### config.mk
export PLATFORM = sky130hd
export DESIGN_NAME = sticky_pattern_detector
export DESIGN_NICKNAME = d
export VERILOG_FILES = /design/src/rtl/det_pkg.sv /design/src/rtl/det_fill.sv /design/src/rtl/det_window.sv /design/src/rtl/det_latch.sv /design/src/rtl/sticky_pattern_detector.sv
export SDC_FILE = /design/constraint.sdc
export NUM_CORES = 1
export LEC_CHECK = 0
export ABC_AREA = 1
export BUFFER_PORTS_ARGS = -buffer_cell sky130_fd_sc_hd__buf_2
export CAP_MARGIN = 20
export CORE_AREA = 2 2 39 41
export CTS_CLUSTER_SIZE = 8
export DETAILED_ROUTE_END_ITERATION = 10
export DIE_AREA = 0 0 41 43
export PLACE_DENSITY_LB_ADDON = 0.08
export SLEW_MARGIN = 20
export SYNTH_ARGS = -nofsm -noshare
export SYNTH_HDL_FRONTEND = slang
export SYNTH_SLANG_ARGS = --single-unit
export TNS_END_PERCENT = 50
### constraint.sdc
create_clock -name clk_i -period 2.6 [get_ports clk_i]
set_input_delay 0.13 -clock clk_i [delete_from_list [all_inputs] [get_ports clk_i]]
set_output_delay 0.13 -clock clk_i [all_outputs]
set_load 0.01 [all_outputs]
### src/rtl/det_pkg.sv
package det_pkg;
  localparam int unsigned DET_W = 6;
  // oldest sample in MSB
  localparam logic [DET_W-1:0] DET_SET_PAT = 6'b101011;
  localparam logic [DET_W-1:0] DET_CLR_PAT = 6'b100110;
endpackage

### src/rtl/det_fill.sv
module det_fill #(
  parameter int unsigned W = 6
) (
  input  logic clk_i,
  input  logic rst_ni,
  output logic valid_o
);
  localparam int unsigned CW = $clog2(W + 1);
  localparam logic [CW-1:0] FULL = CW'(W);

  logic [CW-1:0] cnt_q;

  always_ff @(posedge clk_i or negedge rst_ni) begin
    if (!rst_ni)            cnt_q <= '0;
    else if (cnt_q != FULL) cnt_q <= cnt_q + 1'b1;
  end

  assign valid_o = (cnt_q == FULL);

  p_valid_hold_r8: assert property (@(posedge clk_i) disable iff (!rst_ni)
    valid_o |=> valid_o);
endmodule

### src/rtl/det_window.sv
module det_window #(
  parameter int unsigned W = 6,
  parameter logic [W-1:0] PAT = '1
) (
  input  logic clk_i,
  input  logic rst_ni,
  input  logic data_i,
  input  logic valid_i,
  output logic hit_o
);
  logic [W-1:0] win_q;
  logic [W-1:0] eq;

  always_ff @(posedge clk_i or negedge rst_ni) begin
    if (!rst_ni) win_q <= '0;
    else         win_q <= {win_q[W-2:0], data_i};
  end

  // per-stage polarised compare, then W-input AND
  for (genvar i = 0; i < W; i++) begin : g_cmp
    assign eq[i] = PAT[i] ? win_q[i] : ~win_q[i];
  end

  assign hit_o = valid_i & (&eq);

  p_no_early_hit_r8: assert property (@(posedge clk_i) disable iff (!rst_ni)
    !valid_i |-> !hit_o);
  p_slide_r7: assert property (@(posedge clk_i) disable iff (!rst_ni)
    win_q[W-1:1] == $past(win_q[W-2:0]));
endmodule

### src/rtl/det_latch.sv
module det_latch (
  input  logic clk_i,
  input  logic rst_ni,
  input  logic set_i,
  input  logic clr_i,
  output logic q_o
);
  always_ff @(posedge clk_i or negedge rst_ni) begin
    if (!rst_ni)    q_o <= 1'b0;
    else if (clr_i) q_o <= 1'b0;
    else if (set_i) q_o <= 1'b1;
  end

  p_set_r4: assert property (@(posedge clk_i) disable iff (!rst_ni)
    (set_i && !clr_i) |=> q_o);
  p_clr_r6: assert property (@(posedge clk_i) disable iff (!rst_ni)
    clr_i |=> !q_o);
  p_hold_r5: assert property (@(posedge clk_i) disable iff (!rst_ni)
    (!set_i && !clr_i) |=> $stable(q_o));
endmodule

### src/rtl/sticky_pattern_detector.sv
module sticky_pattern_detector
  import det_pkg::*;
#(
  parameter int unsigned W = DET_W,
  parameter logic [W-1:0] SET_PAT = DET_SET_PAT,
  parameter logic [W-1:0] CLR_PAT = DET_CLR_PAT
) (
  input  logic clk_i,
  input  logic rst_ni,
  input  logic data_i,
  output logic detect_o,
  output logic set_hit_o,
  output logic clr_hit_o
);
  logic valid;

  det_fill #(.W(W)) u_fill (
    .clk_i  (clk_i),
    .rst_ni (rst_ni),
    .valid_o(valid)
  );

  det_window #(.W(W), .PAT(SET_PAT)) u_set_win (
    .clk_i  (clk_i),
    .rst_ni (rst_ni),
    .data_i (data_i),
    .valid_i(valid),
    .hit_o  (set_hit_o)
  );

  det_window #(.W(W), .PAT(CLR_PAT)) u_clr_win (
    .clk_i  (clk_i),
    .rst_ni (rst_ni),
    .data_i (data_i),
    .valid_i(valid),
    .hit_o  (clr_hit_o)
  );

  det_latch u_latch (
    .clk_i (clk_i),
    .rst_ni(rst_ni),
    .set_i (set_hit_o),
    .clr_i (clr_hit_o),
    .q_o   (detect_o)
  );

  p_excl_r3: assert property (@(posedge clk_i) disable iff (!rst_ni)
    !(set_hit_o && clr_hit_o));
  p_reset_r1: assert property (@(posedge clk_i)
    !rst_ni |-> (!detect_o && !set_hit_o && !clr_hit_o));
endmodule

==> run_results.csv <==
group,metric,value,unit
sta,layout_min_cycle_time,1.494,ns
worst_setup_path,cp-end-kind,"output pin",
worst_setup_path,r2r-end,"u_latch.q_o",
sta,hold_ws,0.2514,ns
place,hpwl,457.7,um
pwr,clkPwrFrac,0.344,
pwr,swShare,0.2219,
floorplanning,start_util,0.2911,
cts,clock_path_buffers,2,
drt,drtIter0Drc,8,
floorplanning,core,1384,um2
sta,fin_setup_tns,0,ns
global_routing,grt_max_degree,11,
pwr,p_leak,0.0002624,uW
worst_setup_path,crit_arrival,1.36,ns
cts,clock_latency,0.26,ns
sta,fin_skew,0.001390,ns
cts,postCtsSetupRepairBufs,0,
floorplanning,die_y,43,um
pwr,power.switching,64.96,uW
floorplanning,row_count,14,
cts,htreeDepth,1,
cts,cts_root_buf,"clkbuf_4",
worst_setup_path,cp-start-kind,"flop",
drt,wl_per_cell,9.246,um
min_path,worstHoldPathType,"in2async",
worst_setup_path,required,2.47,ns
final_layout,final_cell_mix,"dfrtp_1, nand2_1, inv_1",
floorplanning,die_x,41,um
final_layout,nets,56,
global_routing,gr-total-overflow,0,
final_layout,finalNonFillerCells,65,
worst_setup_path,critical_path_buf_inv_count,3,
pwr,comb_power_share,0.078,
sta,hold_viol,0,
floorplanning,io_pins,6,
cts,clkSinkCount,10,
final_layout,final_common_cell,"dfrtp_1",
sta,fmax,0.6692,GHz
worst_setup_path,cp_max_fo,4,
global_routing,grt_pass1_vias,269,
floorplanning,die_area,1763,um2
status,outcome,"completed",
final_layout,syn_to_final_growth,21.74,%
pwr,internal-power,227.7,uW
drt,drc,0,
worst_setup_path,crit_family,"flip-flops",
worst_setup_path,crit_path_cell_trace,"inv_1 -> ha_1 -> nand2_2 -> inv_1 -> nand2_1 -> nor2_4 -> buf_2",
run,maxCapViolCount,0,
sta,timing.final.setup_violations,0,
cts,cts_made_buffers,3,
synth,seq_area_frac_synth,0.6211,
global_routing,antenna_found_initial,0,
drt,dr.pass1.iters,4,
sta,slew_headroom,0.8520,
pwr,p_seq_frac,0.577,
pwr,power_density,596.8,nW/um2
drt,ant_nets,0,
worst_setup_path,max_stage_delay,0.40,ns
synth,ys_warn_count,0,
drt,vias,252,
sta,fin_crit_sh,0.5747,
place,place_congestion,0.6156,
place,place_inst,60,
final_layout,n_antenna_cell,0,
synth,syn-instance-count,39,
sta,slew_violations,0,
global_routing,grt_pass1_wl,1.083,mm
worst_setup_path,worstRegToRegCells,7,
cts,cts_tree,"yes",
place,place_ws,1.377,ns
synth,synth_fp_nets,44,
sta,fin_ws,1.106,ns
pwr,ir_worst_vdd,0.2019,mV
worst_setup_path,r2r_slack,1.49,ns
cts,cts_resized,0,
synth,synth_seq_cells,10,
synth,synthDistinctLibCells,11,
drt,vias_per_cell,3.877,
global_routing,grt.total_usage,0.09776,
worst_setup_path,crit_type,"reg2out",
cts,path_clk_slew,0.06,ns
sta,rsz0062_at_grt,"no",
sta,worstMarginPinSlew,0.2220,ns
final_layout,nFillCells,144,
drt,wl,601,um
synth,syn_area,402.9,um2
cts,hold_buffers,2,
final_layout,drive_gt1_frac,0.2245,
worst_setup_path,cp_slowest_cell,"dfrtp_1",
place,port_buffers,5,
synth,synth.avg_cell_area,10.33,um2
worst_setup_path,crit_top_cell,"inv_1",
worst_setup_path,reg2reg_from,"u_fill.cnt_q[0]",
through the flow:
step | total power (uW) | utilization | area [um2]
global placement | 192.7 | 0.3237 | 447.9
finish | 292.7 | 0.3544 | 490.5
floorplan | 182.7 | - | 402.9
detailed placement | 193.3 | 0.3237 | 447.9
global route | 313.5 | 0.3544 | 490.5
CTS | 297.7 | 0.3544 | 490.5
worst max path at each step:
stage | from | to | slack, ns | depth (start not counted)
6_report | u_fill.cnt_q[0] | clr_hit_o | 1.11 | 7
3_3_place_gp | u_fill.cnt_q[0] | clr_hit_o | 1.39 | 7
3_5_place_dp | u_fill.cnt_q[0] | clr_hit_o | 1.38 | 7
5_1_grt | u_fill.cnt_q[0] | clr_hit_o | 0.97 | 7
2_1_floorplan | u_fill.cnt_q[0] | u_latch.q_o | 1.51 | 7
4_1_cts | u_fill.cnt_q[0] | clr_hit_o | 1.09 | 7
per-layer routing:
layer | GRT usage | up-vias | part of all wire
li1 | - | 134 | -
met1 | 0.1145 | 111 | 0.47
met2 | 0.1375 | 7 | 0.47
met3 | 0.04712 | 0 | 0.067
met4 | 0.06000 | 0 | 0
met5 | 0 | - | 0
Yosys cell counts:
cell type | instances | area share
a21oi_2 | 1 | 0.022
nand2_1 | 9 | 0.084
nor2_4 | 1 | 0.028
nand2_2 | 1 | 0.016
dfrtp_1 | 10 | 0.62
inv_1 | 8 | 0.075
nor2_1 | 4 | 0.037
ha_1 | 2 | 0.062
xor2_1 | 1 | 0.022
xnor2_1 | 1 | 0.022
o21ai_0 | 1 | 0.012
sequential cells by signal (all words and copies together) (netlist names):
signal,flops
u_set_win.win_q,3
u_clr_win.win_q,3
u_latch.q_o,1
u_fill.cnt_q,3
power groups by stage:
stage                     clock (uW)  combinational (uW)  sequential (uW)
after floorplan                    0                9.88              173
after detailed placement           0                21.3              172
after global placement             0                21.1              172
after global routing             117                26.6              170
final                            101                22.9              169
after CTS                        105                23.6              169
worst register-to-register path, stage by stage, from the launching register on:
cell and delay, ns:
dfrtp_1 0.40, inv_1 0.07, ha_1 0.15, nand2_2 0.08, inv_1 0.09, nand2_1 0.09, nor2_4 0.09, a21oi_2 0.03
cell families after synthesis:
family,synth area share
simple gates,0.1646
buf+inv,0.07454
fa+ha+maj,0.06210
flops,0.6211
compound gates,0.03415
xor+xnor,0.04349
layout make-up:
class	count	area (um2)	share of cell area
multi-input combinational	21	122.6	0.2500
timing repair buffer	7	45.04	0.09184
sequential	10	250.2	0.5102
clock buffer	3	22.52	0.04592
inverter	8	30.03	0.06122
tap	16	20.02	0.04082
Power figures use the tool's default switching activity.
